## config.mk

```make
export PLATFORM = sky130hd
export DESIGN_NAME = cfg_bank_mapper
export DESIGN_NICKNAME = d
export VERILOG_FILES = /design/src/rtl/cbm_pkg.sv /design/src/rtl/cbm_cfg_reg.sv /design/src/rtl/cbm_bank_sel.sv /design/src/rtl/cbm_addr_map.sv /design/src/rtl/cbm_write_gate.sv /design/src/rtl/cfg_bank_mapper.sv
export SDC_FILE = /design/constraint.sdc
export NUM_CORES = 1
export LEC_CHECK = 0
export CAP_MARGIN = 0
export CELL_PAD_IN_SITES_DETAIL_PLACEMENT = 1
export CELL_PAD_IN_SITES_GLOBAL_PLACEMENT = 2
export CORE_ASPECT_RATIO = 0.9
export CORE_MARGIN = 3
export CORE_UTILIZATION = 10
export CTS_CLUSTER_DIAMETER = 80
export DETAILED_ROUTE_END_ITERATION = 8
export GPL_TIMING_DRIVEN = 0
export PLACE_DENSITY_LB_ADDON = 0.3
export SKIP_LAST_GASP = 1
export SLEW_MARGIN = 20
export SYNTH_ARGS = -nofsm -noshare
export SYNTH_HDL_FRONTEND = slang
export SYNTH_HIERARCHICAL = 1
export SYNTH_SLANG_ARGS = --single-unit
```

## constraint.sdc

```tcl
create_clock -name clk -period 3.85 [get_ports clk]
set_input_delay 0.77 -clock clk [delete_from_list [all_inputs] [get_ports clk]]
set_output_delay 0.77 -clock clk [all_outputs]
set_load 0.005 [all_outputs]
```

## src/rtl/cbm_pkg.sv

```systemverilog
`timescale 1ns/1ps
package cbm_pkg;
  // Field positions in the stored nibble: [3]=we [2]=ab1 [1]=ab0 [0]=nb
  typedef struct packed {
    logic we;
    logic ab1;
    logic ab0;
    logic nb;
  } cbm_cfg_t;

  localparam int CBM_CFG_BITS = 4;
  localparam cbm_cfg_t CBM_CFG_RESET = '{we: 1'b1, ab1: 1'b1, ab0: 1'b1, nb: 1'b1};
endpackage

```

## src/rtl/cbm_cfg_reg.sv

```systemverilog
`timescale 1ns/1ps
module cbm_cfg_reg
  import cbm_pkg::*;
#(
  parameter int REG_W = 8
) (
  input  logic             clk,
  input  logic             rst_n,
  input  logic             wr_en,
  input  logic [REG_W-1:0] wr_data,
  output cbm_cfg_t         cfg_q,
  output logic [REG_W-1:0] rd_data
);
  localparam int PAD_W = REG_W - CBM_CFG_BITS;

  cbm_cfg_t cfg_n;
  logic     unused_hi;

  assign unused_hi = ^wr_data[REG_W-1:CBM_CFG_BITS];

  always_comb begin
    cfg_n = cfg_q;
    if (wr_en) begin
      cfg_n = cbm_cfg_t'(wr_data[CBM_CFG_BITS-1:0]);
    end
  end

  always_ff @(posedge clk or negedge rst_n) begin
    if (!rst_n) begin
      cfg_q <= CBM_CFG_RESET;
    end else if (wr_en) begin
      cfg_q <= cfg_n;
    end
  end

  // Unstored upper bits read back as ones, matching the erased state.
  assign rd_data = {{PAD_W{1'b1}}, cfg_q};
endmodule

```

## src/rtl/cbm_bank_sel.sv

```systemverilog
`timescale 1ns/1ps
module cbm_bank_sel
  import cbm_pkg::*;
(
  input  cbm_cfg_t cfg,
  input  logic     pin,
  output logic     bank_upper
);
  always_comb begin
    if (cfg.nb) begin
      bank_upper = 1'b0;
    end else if (cfg.ab1) begin
      bank_upper = cfg.ab0;
    end else begin
      bank_upper = pin;
    end
  end
endmodule

```

## src/rtl/cbm_addr_map.sv

```systemverilog
`timescale 1ns/1ps
module cbm_addr_map #(
  parameter int PTR_W     = 8,
  parameter int OFF_W     = 8,
  parameter int DISP_SEGB = 2
) (
  input  logic                       is_host,
  input  logic                       bank_upper,
  input  logic [PTR_W-1:0]           seg,
  input  logic [OFF_W-1:0]           off,
  output logic [DISP_SEGB+OFF_W-1:0] addr
);
  localparam int HOST_SEGB = DISP_SEGB - 1;
  localparam int ADDR_W    = DISP_SEGB + OFF_W;

  logic [ADDR_W-1:0] host_addr;
  logic [ADDR_W-1:0] disp_addr;
  logic              unused_seg;

  generate
    if (PTR_W > DISP_SEGB) begin : g_wide_ptr
      assign unused_seg = ^seg[PTR_W-1:DISP_SEGB];
    end else begin : g_narrow_ptr
      assign unused_seg = 1'b0;
    end
  endgenerate

  assign host_addr = {bank_upper, seg[HOST_SEGB-1:0], off};
  assign disp_addr = {seg[DISP_SEGB-1:0], off};

  always_comb begin
    if (is_host) begin
      addr = host_addr;
    end else begin
      addr = disp_addr;
    end
  end
endmodule

```

## src/rtl/cbm_write_gate.sv

```systemverilog
`timescale 1ns/1ps
module cbm_write_gate (
  input  logic is_host,
  input  logic we,
  input  logic wr_req,
  output logic permit
);
  always_comb begin
    permit = wr_req & (~is_host | we);
  end
endmodule

```

## src/rtl/cfg_bank_mapper.sv

```systemverilog
`timescale 1ns/1ps
module cfg_bank_mapper
  import cbm_pkg::*;
#(
  parameter int PTR_W     = 8,
  parameter int OFF_W     = 8,
  parameter int REG_W     = 8,
  parameter int DISP_SEGB = 2
) (
  input  logic                       clk,
  input  logic                       rst_n,
  input  logic                       port_host,
  input  logic [PTR_W-1:0]           seg_ptr,
  input  logic [OFF_W-1:0]           word_off,
  input  logic                       bank_pin,
  input  logic                       wr_req,
  input  logic                       cfg_wr_en,
  input  logic [REG_W-1:0]           cfg_wr_data,
  output logic [REG_W-1:0]           cfg_rd_data,
  output logic [DISP_SEGB+OFF_W-1:0] phys_addr,
  output logic                       wr_permit
);
  cbm_cfg_t cfg;
  logic     bank_upper;

  cbm_cfg_reg #(.REG_W(REG_W)) u_reg (
    .clk     (clk),
    .rst_n   (rst_n),
    .wr_en   (cfg_wr_en),
    .wr_data (cfg_wr_data),
    .cfg_q   (cfg),
    .rd_data (cfg_rd_data)
  );

  cbm_bank_sel u_bank (
    .cfg        (cfg),
    .pin        (bank_pin),
    .bank_upper (bank_upper)
  );

  cbm_addr_map #(.PTR_W(PTR_W), .OFF_W(OFF_W), .DISP_SEGB(DISP_SEGB)) u_map (
    .is_host    (port_host),
    .bank_upper (bank_upper),
    .seg        (seg_ptr),
    .off        (word_off),
    .addr       (phys_addr)
  );

  cbm_write_gate u_gate (
    .is_host (port_host),
    .we      (cfg.we),
    .wr_req  (wr_req),
    .permit  (wr_permit)
  );
endmodule

```

# After elaboration in Yosys (flattened, before gate mapping)
# Cells that the tools add are included.
[word_totals] elab_cells=10 input_bits=30 reg_bits=4 output_inout_bits=19
[op_classes] n_bitwise=3 muxes=3
[ops] cell="$mux W10" count=1
[ops] cell="$mux W1" count=2
[ops] cell="$and A1 B1 Y1" count=1
[ops] cell="$not A1 Y1" count=1
[ops] cell="$or A1 B1 Y1" count=1

# Depth between registers and ports, before layout
[logic_depth] ltp_word=3 ltp_mapped=3 depth_no_buf=3

# Modules after synthesis
# The synthesis kept the hierarchy.
[modules_own_cells] module="cbm_cfg_reg" cells_each=17 area_per_inst_um2=214.0 instances=1
[modules_own_cells] module="cbm_addr_map" cells_each=10 area_per_inst_um2=82.6 instances=1
[modules_own_cells] module="cbm_bank_sel" cells_each=2 area_per_inst_um2=13.8 instances=1
[modules_own_cells] module="cbm_write_gate" cells_each=2 area_per_inst_um2=11.3 instances=1

# Worst setup path before layout
# No wires, ideal clock.
[synth_timing] path_type="input to output" from="input bank_pin" to="output phys_addr[9]" arrival_ns=1.171 n_path_buf=0 path_stages=3 setup_slack_ns=1.909 cell_sequence="mux2i_1 -> nor2_1 -> mux2_4"
[synth_between] elab_chain_cells=3
[synth_lines] item="from (decl)" line="cfg_bank_mapper.sv:15" rtl="input logic bank_pin,"
[synth_lines] item="$mux W1" line="cbm_bank_sel.sv:12" rtl="end else if (cfg.ab1) begin"
[synth_lines] item="$mux W1" line="cbm_bank_sel.sv:10" rtl="if (cfg.nb) begin"
[synth_lines] item="net bank_upper" line="cfg_bank_mapper.sv:24" rtl="logic bank_upper;"
[synth_lines] item="$mux W10" line="cbm_addr_map.sv:32" rtl="if (is_host) begin"
[synth_lines] item="to (decl)" line="cfg_bank_mapper.sv:20" rtl="output logic [DISP_SEGB+OFF_W-1:0] phys_addr,"
# The timed path passes the listed nets, and every way through them passes these cells.

# Final worst setup path
# Same ends and word-level chain as after synthesis.

==> metrics.txt <==
Syn Inst Count=31; fmax=354.4 MHz; Post-Place Cells=99; postcts setup bufs=0; initial core utilization=11.07%; drt pass-1 iters=1; die height=59.80 µm; CTS max path bufs=2; Reg clk slew, reported paths=0.04 ns; remaining antenna violation count after routing=0; design area=655.6 µm²; antenna diode count=0; Die Width=65.78 µm; via count=278; Regs by FF count=u_reg/cfg_q: 4 flops; most frequent cells in the layout=25 x clkdlybuf4s50_1, 17 x buf_4, 4 x mux2_2, 4 x conb_1, 4 x dfstp_2; max-slew violations=0; Iteration-0 DRC Markers=0; overflow left after global routing=0; Hold-fix buffers, CTS=0; post-synth top area share=39.69%; # Max-Cap Violations=0; CTS tree=done; Final Setup Violations=0; type of the worst min-delay path=reg -> reg; worst path required time=3.08 ns; CTS Sinks=4; drt wl/cell=8.755 µm; largest net degree at the start of global routing=5; Pleak=0.2856 nW; sequential area share after synthesis=32.68%; register bit total from synthesis=4; Synth area leaders=buf_4 40%, dfstp_2 33%, mux2_2 14%; placed cell area=633.1 µm²; Port Buffers=25; io pins=49; max FFs per register=4; cell taking the most area after synthesis=buf_4; vias in the first global route=286; Resize count post-CTS=0; Syn Std Cell Area=321.6 µm²; nets@finish=94; CP max FO=1; area grow syn2layout=103.9%; worst reg-to-reg setup slack=3.09 ns; DPL Wire Length=842.3 µm; final setup skew=0 ns; Total Wirelength=893 µm; fin crit period=2.822 ns; fraction of layout instances using a drive strength above 1=46.77%; Fin. Hold Viols=0; first-pass GRT wire length=1283 µm; core area=2905 µm²; initial antenna violation count=0; pwr dens=252.5 nW/µm²; Final TNS setup=0 ns; RSZ-0062 raised after global routing=false; GP Congestion=0.6520; crit path kind=in -> out; crit end category=primary output; Vias/cell=2.725; CTS Buf Count=3; crit path DAT=2.05 ns; DRC=0; full die area=3933 µm²; most common cell after layout, fill and taps aside=clkdlybuf4s50_1; yosys warns=6; peak supply drop=0.00008783 V; Final Worst Setup Slack=1.028 ns; syn avg cell area=10.37 µm²; critical path startpoint category=input port; CTS H-tree lvls=1; clock root cell=clkbuf_4; Global Route Usage Sum=4.583%; synth unique cells=9; final cell count without fillers=102; crit share post-route=73.29%; clock insertion delay at the later pin of the skew report=0.23 ns; Top reg by flops=u_reg/cfg_q; outcome=completed; pre-CTS WS=1.003 ns; number of core rows=18
report_power, final:
group / leakage [nW] / internal [mW] / total [mW] / switching [mW]
clock: 0.0138 / 0.0348 / 0.0508 / 0.0160
sequential: 0.0421 / 0.0498 / 0.0535 / 0.00370
combinational: 0.230 / 0.0468 / 0.0612 / 0.0144
cell type report:
cell class                      count  area, µm²
Buffer                             17      127.6
Clock buffer                        3      22.52
Fill cell                         338       2250
Inverter                            1      3.754
Multi-Input combinational cell     12      96.34
Sequential cell                     4      105.1
Tap cell                           40      50.05
Timing Repair Buffer               25      250.2
routing by layer:
layer | track usage, % | wire, µm | vias up
li1 | - | - | 139
met1 | 4.837 | 305 | 119
met2 | 6.714 | 440 | 20
met3 | 2.632 | 147 | 0
met4 | 3.550 | 0 | 0
met5 | 0 | 0 | -
cells in the mapped netlist, drive strengths merged:
cell	number
a21boi	1
buf	17
conb	1
dfstp	4
inv	1
mux2	5
mux2i	1
nor2	1
worst max-delay path, stage by stage:
cell	delay, ns
clkdlybuf4s50_1	0.39
mux2i_1	0.14
nor2_1	0.06
mux2_4	0.25
clkdlybuf4s50_1	0.44
final timing paths:
check | end | cells after the start | from
setup / recovery | phys_addr[9] | 5 | bank_pin
hold / removal | u_reg/cfg_q[3]$_DFFE_PN1P_ | 1 | u_reg/cfg_q[3]$_DFFE_PN1P_
setup reg to reg | u_reg/cfg_q[2]$_DFFE_PN1P_ | 1 | u_reg/cfg_q[2]$_DFFE_PN1P_
hold reg to reg | u_reg/cfg_q[3]$_DFFE_PN1P_ | 1 | u_reg/cfg_q[3]$_DFFE_PN1P_
max in group asynchronous | u_reg/cfg_q[2]$_DFFE_PN1P_ | 1 | rst_n
min in group asynchronous | u_reg/cfg_q[0]$_DFFE_PN1P_ | 1 | rst_n
cells by family (layout without fill, tap and decap cells):
family	after synthesis	in the layout	synth area share (%)
AOI/OAI and AO/OA	1	1	2.336
buffers and inverters	18	46	40.85
DFF	4	4	32.68
muxes	6	6	21.79
other	1	4	1.166
and+or+nand+nor	1	1	1.166
stage by stage:
stage               hold WS [ns]  utilization [%]  total power [mW]
floorplan                 0.6090                -           0.07985
global placement          0.6220            21.79            0.1154
detailed placement        0.6264            21.79            0.1164
CTS                       0.6317            22.57            0.1706
global route              0.6395            22.57            0.1785
finish                    0.6263            22.57            0.1655
No activity file was read; power rests on OpenSTA's default activity.
